File: src/rtl/rrx_pkg.sv
// Package rrx_pkg: shared helpers for the index-based round robin arbiter.
// Assumes requester counts fit in a 32-bit int.
package rrx_pkg;

    // Next requester number after idx in a ring of n entries.
    function automatic int wrap_inc(input int idx, input int n);
        return (idx >= n - 1) ? 0 : idx + 1;
    endfunction

endpackage

File: src/rtl/rrx_cand_sel.sv
// rrx_cand_sel: for every possible search start, finds the first asserted
// request in circular order. The start after the stored last winner then picks
// one of those candidates through a final multiplexer.
// Assumes ptr_q < NUM_REQ. The output is only meaningful when some request is set.
module rrx_cand_sel #(
    parameter int NUM_REQ = 4,
    parameter int IDX_W   = 2
) (
    input  logic [NUM_REQ-1:0] req,
    input  logic [IDX_W-1:0]   ptr_q,
    output logic [IDX_W-1:0]   cand
);
    logic [NUM_REQ-1:0][IDX_W-1:0] per_start;
    logic [IDX_W-1:0]              start_idx;

    for (genvar s = 0; s < NUM_REQ; s++) begin : g_start
        logic [IDX_W-1:0] first_hit;
        // Scan from start s; the lowest circular offset wins, so scan downward.
        always_comb begin
            first_hit = IDX_W'(s);
            for (int k = NUM_REQ - 1; k >= 0; k--) begin
                if (req[(s + k) % NUM_REQ]) first_hit = IDX_W'((s + k) % NUM_REQ);
            end
        end
        assign per_start[s] = first_hit;
    end

    // Search begins one past the last winner, wrapping to zero.
    always_comb begin
        start_idx = IDX_W'(rrx_pkg::wrap_inc(int'(ptr_q), NUM_REQ));
        cand      = per_start[start_idx];
    end
endmodule

File: src/rtl/rrx_zero_force.sv
// rrx_zero_force: builds the any-request flag and passes the candidate index
// only when some request is present. Otherwise the index is forced to zero.
module rrx_zero_force #(
    parameter int NUM_REQ = 4,
    parameter int IDX_W   = 2
) (
    input  logic [NUM_REQ-1:0] req,
    input  logic [IDX_W-1:0]   cand,
    output logic               any,
    output logic [IDX_W-1:0]   idx
);
    // Request OR and zero-forcing select.
    always_comb begin
        any = |req;
        idx = any ? cand : '0;
    end
endmodule

File: src/rtl/rrx_idx_decoder.sv
// rrx_idx_decoder: expands a binary index into a one-hot vector. The output is
// all zero when en is low, so no stale grant appears on idle cycles.
module rrx_idx_decoder #(
    parameter int NUM_REQ = 4,
    parameter int IDX_W   = 2
) (
    input  logic               en,
    input  logic [IDX_W-1:0]   idx,
    output logic [NUM_REQ-1:0] onehot
);
    for (genvar i = 0; i < NUM_REQ; i++) begin : g_line
        // Line i is high only when enabled and the index equals i.
        assign onehot[i] = en && (idx == IDX_W'(i));
    end
endmodule

File: src/rtl/rr_index_arbiter.sv
// rr_index_arbiter: N-requester round robin arbiter working on binary indices.
// A registered last-winner index sets where the next search starts. The grant
// is combinational from req. Assumes NUM_REQ >= 2 and a synchronous
// active-low reset.
module rr_index_arbiter #(
    parameter int NUM_REQ = 4
) (
    input  logic                       clk,
    input  logic                       rst_n,
    input  logic [NUM_REQ-1:0]         req,
    output logic [NUM_REQ-1:0]         gnt,
    output logic [$clog2(NUM_REQ)-1:0] gnt_idx,
    output logic                       any_req
);
    localparam int               IDX_W    = $clog2(NUM_REQ);
    localparam logic [IDX_W-1:0] LAST_IDX = IDX_W'(NUM_REQ - 1);

    logic [IDX_W-1:0] ptr_q;
    logic [IDX_W-1:0] cand;

    rrx_cand_sel #(.NUM_REQ(NUM_REQ), .IDX_W(IDX_W)) u_cand (
        .req   (req),
        .ptr_q (ptr_q),
        .cand  (cand)
    );

    rrx_zero_force #(.NUM_REQ(NUM_REQ), .IDX_W(IDX_W)) u_zero (
        .req  (req),
        .cand (cand),
        .any  (any_req),
        .idx  (gnt_idx)
    );

    rrx_idx_decoder #(.NUM_REQ(NUM_REQ), .IDX_W(IDX_W)) u_dec (
        .en     (any_req),
        .idx    (gnt_idx),
        .onehot (gnt)
    );

    // Last-winner register: resets to the top index so requester 0 is searched
    // first, and loads only on cycles that grant.
    always_ff @(posedge clk) begin
        if (!rst_n)       ptr_q <= LAST_IDX;
        else if (any_req) ptr_q <= gnt_idx;
    end
endmodule

File: config.mk
export PLATFORM = sky130hd
export DESIGN_NAME = rr_index_arbiter
export DESIGN_NICKNAME = d
export VERILOG_FILES = /design/src/rtl/rrx_pkg.sv /design/src/rtl/rrx_cand_sel.sv /design/src/rtl/rrx_zero_force.sv /design/src/rtl/rrx_idx_decoder.sv /design/src/rtl/rr_index_arbiter.sv
export SDC_FILE = /design/constraint.sdc
export NUM_CORES = 1
export LEC_CHECK = 0
export BUFFER_PORTS_ARGS = -buffer_cell sky130_fd_sc_hd__clkbuf_2
export CAP_MARGIN = 0
export CORE_AREA = 5 5 42 44
export DETAILED_ROUTE_END_ITERATION = 8
export DIE_AREA = 0 0 47 49
export GPL_TIMING_DRIVEN = 1
export SYNTH_ARGS = -nofsm -noshare
export SYNTH_HDL_FRONTEND = slang
export SYNTH_SLANG_ARGS = --single-unit
File: constraint.sdc
create_clock -name clk -period 2.7 [get_ports clk]
set_input_delay 0.405 -clock clk [delete_from_list [all_inputs] [get_ports clk]]
set_output_delay 0.405 -clock clk [all_outputs]
set_load 0.01 [all_outputs]
==> key figures, run 1 <==
Layout
  • Most common cell after layout, fill and taps aside: clkbuf_2
  • Multi-input gate area: roughly 220 µm²
  • P&R area growth vs syn: 32.6%
  • Most flop-heavy register: ptr_q
  • Largest regs: ptr_q x2
  • Diodes inserted: 0
  • Most frequent cells in the layout: clkbuf_2, nand2_1, a21oi_1, nor2_1
  • Final Instance Area: approximately 380 µm²
  • Seq. cell area: around 40 µm²
  • Largest register FFs: 2
  • Layout cells sized above 1: between 30% and 40%
  • Fillers: ~170
  • Net count, final: 63

Route
  • Via density: roughly 5
  • Final ANT Viol Nets: 0
  • Total Wirelength: a little under 800 µm
  • Iter 0 DRT Violations: 8
  • Pre-antenna DRT Iters: 4
  • Wire per inst: approximately 11 µm
  • Vias post-DR: around 350
  • DRC Markers: 0

Yosys
  • Post-Synthesis Cell Area: roughly 280 µm²
  • Sequential share of the synthesized area: between 10% and 20%
  • Syn nets: between 40 and 50
  • Cell variety after synth: 24
  • Yosys reg bits: 2
  • Mean Syn Cell Area: 6.93 µm²
  • Post-Synthesis Cells: 41
  • Synthesis Warnings: 0

Power
  • P per Cell Area: 600 nW/µm²
  • Final Power: approximately 0.00023 W
  • Leakage Power: around 0.17 nW
  • Worst VDD drop: ~250 µV

STA
  • Setup TNS: 0 ns
  • Final hold vios: 0
  • Final setup violation count: 0
  • Min Tclk post-route: around 2.2 ns
  • Worst-Margin Slew: around 0.42 ns
  • Worst slew margin: 71.6%
  • Fmax: between 400 and 500 MHz
  • Tcrit/Tclk final: around 80%
  • Final hold slack: between 0.3 and 0.4 ns
  • RSZ-0062 raised after global routing: false
  • Final Max Tran Viols: 0
  • Max Clock Skew: 0.000439 ns

Die
  • Initial core utilization: slightly above 20%
  • Die Ht: slightly below 50 µm
  • Die Span X: around 47 µm
  • Die area: around 2300 µm²
  • I/O Pins: 13
  • Site Rows: 14
  • Core box area: approximately 1400 µm²

Worst hold path
  • Min-delay src: rst_n
  • Min-delay worst type: input port to flip-flop

Critical path
  • CP arrival: 1.76 ns
  • Crit path max fanout: 10
  • Kind of critical path: flip-flop to output port
  • Worst r2r src: ptr_q[0]$_SDFFE_PN1P_
  • Critical Path RT: approximately 2.3 ns
  • Startpoint Class: flip-flop
  • Crit. Startpoint: ptr_q[0]$_SDFFE_PN1P_
  • Critical path endpoint category: output port

Place
  • Port Buf Inserts: 12
  • Dpl hpwl: between 600 and 700 µm
  • Gpl congestion: around 0.76
  • Placed instance area: 354 µm²

Clock tree
  • # H-tree levels: 1
  • Clk root buf: clkbuf_4
  • Post-CTS Hold Fix Bufs: 0
  • CTS sink count: 2
  • CTS tree: done
  • PostCTS Resize Cnt: 0
  • Max clock buf depth: 2
  • Clock-pin slew of the registers on the worst-case setup and hold paths: around 0.030 ns
  • Setup Fix Bufs, Post-CTS: 0
  • Cts bufs inserted: 3
  • Clock latency on the worst-skew pair: 0.22 ns

GRT
  • GRT Util Overall: between 8 and 9%
  • First-pass GRT wire length: ~1.4 mm
  • Largest net degree at the start of global routing: 11
  • Remaining Overflow, GRT: 0
  • Number of global-route vias before repair: between 300 and 400
  • Initial antenna violation count: 0

Flow run
  • Maxcap violations: 0

Outcome
  • Status: complete, no violations
final cells by class:
class / instances / area share, %
Clock buffer: 3 / 5.98
Timing Repair Buffer: 12 / 15.9
Tap cell: 16 / 5.32
Inverter: 3 / 2.99
Sequential cell: 2 / 10.6
Multi-Input combinational cell: 34 / 59.1
synth_stat cells:
cell	n	share of area (%)
o21bai_1	1	2.6
inv_1	3	4.0
buf_2	2	3.5
o311ai_1	1	3.1
or2_4	1	3.1
nor4_1	2	4.4
nor3_1	1	1.8
mux2i_1	1	3.5
nor3b_1	1	2.6
and2_1	1	2.2
nor2_1	4	5.3
nor2b_1	1	2.2
ha_1	1	4.4
a21oi_1	4	7.0
dfxtp_1	2	14
a211o_1	1	3.1
a21o_1	1	2.6
nand2_1	5	6.6
a221oi_1	1	3.1
o211ai_1	1	2.6
o221a_2	1	4.0
o21ai_0	2	3.5
a221oi_2	1	5.3
a21boi_0	2	5.3
stage by stage:
step / instances / setup WS [ns] / utilization (%)
after floorplan: 41 / 0.964 / -
after global placement: 67 / 0.818 / 25.3
after detailed placement: 67 / 0.779 / 25.3
after CTS: 70 / 0.534 / 26.9
after global routing: 70 / 0.403 / 26.9
final: 70 / 0.536 / 26.9
logic make-up after synthesis:
logic type      count (synthesis)  share of synthesized area (%)
buf+inv                         5                           7.49
fa+ha+maj                       1                           4.40
mux                             1                           3.52
compound gates                 16                           42.3
simple gates                   16                           28.2
flops                           2                           14.1
per-layer routing:
metal | up-vias | part of all wire (%) | track usage [%]
met5 | - | 0 | 0
met4 | 0 | 0 | 2.76
met3 | 0 | 4.0 | 3.69
met2 | 8 | 50 | 10.9
met1 | 158 | 46 | 10.9
li1 | 182 | - | -
final timing paths:
kind,slack (ns),cells after the start,to
worst min-delay path,0.37,2,ptr_q[0]$_SDFFE_PN1P_
worst min register to register,0.49,2,ptr_q[1]$_SDFFE_PN1P_
worst max-delay path,0.54,5,gnt_idx[1]
worst max register to register,1.12,4,ptr_q[1]$_SDFFE_PN1P_
critical path: stages (launching register included):
cell,delay [ns]
dfxtp_1,0.35
ha_1,0.50
nand2_1,0.11
a221oi_1,0.37
nor2_1,0.07
clkbuf_2,0.14
power by group:
group	switching, W	total [W]	internal [W]
clock network	0.0000165	0.0000654	0.0000490
logic	0.0000698	0.000121	0.0000507
registers	0.00000498	0.0000398	0.0000348
(Power assumes the default switching activity.)
==> inputs of run 2 (changes only) <==
==> constraint.sdc (replaced) <==
create_clock -name clk -period 2 [get_ports clk]
set_input_delay 0.3 -clock clk [delete_from_list [all_inputs] [get_ports clk]]
set_output_delay 0.3 -clock clk [all_outputs]
set_load 0.01 [all_outputs]
==> key figures, run 2 (synthesis gave the netlist of run 1 again) <==
Die
  • Die Span X: 47 µm (unchanged)
  • I/O Pins: 13 (unchanged)
  • Die area: 2300 µm² (unchanged)
  • Core box area: 1400 µm² (unchanged)
  • Site Rows: 14 (unchanged)
  • Initial core utilization: 20.3% (unchanged)
  • Die Ht: 49 µm (unchanged)

Layout
  • Net count, final: 64 (+1.6%)
  • Most common cell after layout, fill and taps aside: clkbuf_2
  • Multi-input gate area: 235 µm² (+5.6%)
  • Fin util: 28.3% (+1.4 points)
  • Layout cells sized above 1: 36.4% (+3.0 points)
  • P&R area growth vs syn: 39.6%
  • Most frequent cells in the layout: clkbuf_2, nand2_1, a21oi_1, nor2_1
  • Seq. cell area: 40.0 µm² (unchanged)
  • Most flop-heavy register: ptr_q
  • Diodes inserted: 0 (unchanged)
  • Largest register FFs: 2 (unchanged)
  • Final Instance Area: 397 µm² (+5.3%)
  • Fillers: 169 (unchanged)
  • Largest regs: ptr_q x2

Place
  • Placed instance area: 362 µm² (+2.1%)
  • Dpl hpwl: 598 µm (-5.0%)
  • Gpl congestion: 0.798 (+5.3%)
  • Port Buf Inserts: 12 (unchanged)

STA
  • Final setup violation count: 0 (unchanged)
  • RSZ-0062 raised after global routing: false
  • Setup TNS: 0 ns (unchanged)
  • Worst slew margin: 65.6% (-6.0 points)
  • Final Max Tran Viols: 0 (unchanged)
  • Min Tclk post-route: about 1.9 ns
  • Final hold vios: 0 (unchanged)
  • Tcrit/Tclk final: a little over nine tenths
  • Fmax: approximately 530 MHz
  • Final hold slack: 0.268 ns (-0.106 ns)
  • Max Clock Skew: 0.00244 ns (+0.00200 ns)
  • Worst-Margin Slew: 0.511 ns (+0.0887 ns)

Critical path
  • Crit path max fanout: 5 (-5)
  • Critical path endpoint category: output port
  • Startpoint Class: flip-flop
  • Critical Path RT: 1.70 ns (-0.60 ns)
  • Reg2Reg Depth: 4 (unchanged)
  • CP arrival: 1.57 ns (-0.19 ns)
  • Kind of critical path: flip-flop to output port

Flow run
  • Maxcap violations: 0 (unchanged)

Power
  • Leakage Power: 0.175 nW (+3.2%)
  • P per Cell Area: 824 nW/µm² (+37%)
  • Worst VDD drop: 235 µV (-4.4%)
  • Final Power: 0.000327 W (+45%)

Clock tree
  • Setup Fix Bufs, Post-CTS: 0 (unchanged)
  • CTS tree: done
  • Clk root buf: clkbuf_4
  • CTS sink count: 2 (unchanged)
  • Cts bufs inserted: 3 (unchanged)
  • Clock-pin slew of the registers on the worst-case setup and hold paths: 0.03 ns (about the same)
  • Max clock buf depth: 2 (unchanged)
  • Clock latency on the worst-skew pair: 0.22 ns (about the same)
  • # H-tree levels: 1 (unchanged)

GRT
  • GRT Util Overall: 8.15% (+0.14 points)
  • First-pass GRT wire length: 1.40 mm (+2.0%)
  • Initial antenna violation count: 0 (unchanged)
  • Remaining Overflow, GRT: 0 (unchanged)
  • Number of global-route vias before repair: 336 (+0.90%)
  • Largest net degree at the start of global routing: 11 (unchanged)

Route
  • Final ANT Viol Nets: 0 (unchanged)
  • Pre-antenna DRT Iters: 4 (unchanged)
  • Total Wirelength: 803 µm (+2.8%)
  • Wire per inst: 11.3 µm (+1.4%)
  • DRC Markers: 0 (unchanged)
  • Vias post-DR: 361 (+3.7%)
  • Via density: 5.08 (+2.3%)
  • Iter 0 DRT Violations: 7 (-1)

Outcome
  • Status: complete, no violations

Worst hold path
  • WHS Path Cells: 2 (unchanged)
  • Min-delay worst type: input port to flip-flop
run 2: worst max-delay path, cell delays in order, from the launching register on:
cell and delay [ns]:
dfxtp_1 0.32, ha_4 0.18, or2_4 0.24, a21o_1 0.19, a221oi_2 0.25, clkbuf_2 0.17
run 2: final timing paths:
| check | startpoint | to | slack [ns] |
|---|---|---|---|
| setup / recovery | ptr_q[0]$_SDFFE_PN1P_ | gnt[1] | 0.13 |
| hold / removal | rst_n | ptr_q[0]$_SDFFE_PN1P_ | 0.27 |
| setup reg to reg | ptr_q[1]$_SDFFE_PN1P_ | ptr_q[1]$_SDFFE_PN1P_ | 0.65 |
| hold reg to reg | ptr_q[1]$_SDFFE_PN1P_ | ptr_q[1]$_SDFFE_PN1P_ | 0.53 |
run 2: final cells by class:
| type | count | area share [%] |
|---|---|---|
| Inverter | 3 | 2.84 |
| Timing Repair Buffer | 13 | 17.0 |
| Tap cell | 16 | 5.05 |
| Multi-Input combinational cell | 34 | 59.3 |
| Clock buffer | 3 | 5.68 |
| Sequential cell | 2 | 10.1 |
run 2: repair_timing:
action	4_1_cts	5_1_grt
hold buffers	0	0
gates resized for setup	0	2
endpoints found under the hold margin	0	0
setup endpoints to repair	0	6
run 2: metal layers:
layer / global-route usage (%) / vias to the layer above / share of wire [%]
li1: - / 183 / -
met1: 10.7 / 164 / 47
met2: 11.1 / 14 / 47
met3: 2.21 / 0 / 6.1
met4: 5.53 / 0 / 0
met5: 0 / - / 0
run 2: per-stage QoR:
step / worst slack (ns) / cells
6_report: 0.125 / 71
4_1_cts: 0.0185 / 71
3_5_place_dp: 0.261 / 68
5_1_grt: 0.0285 / 71
2_1_floorplan: 0.369 / 41
3_3_place_gp: 0.270 / 68
run 2: where the power goes:
group	total, W	switching (W)	internal, W
Sequential	0.0000535	0.00000645	0.0000470
Clock	0.0000886	0.0000224	0.0000661
Combinational	0.000185	0.0000988	0.0000858
Total	0.000327	0.000128	0.000199
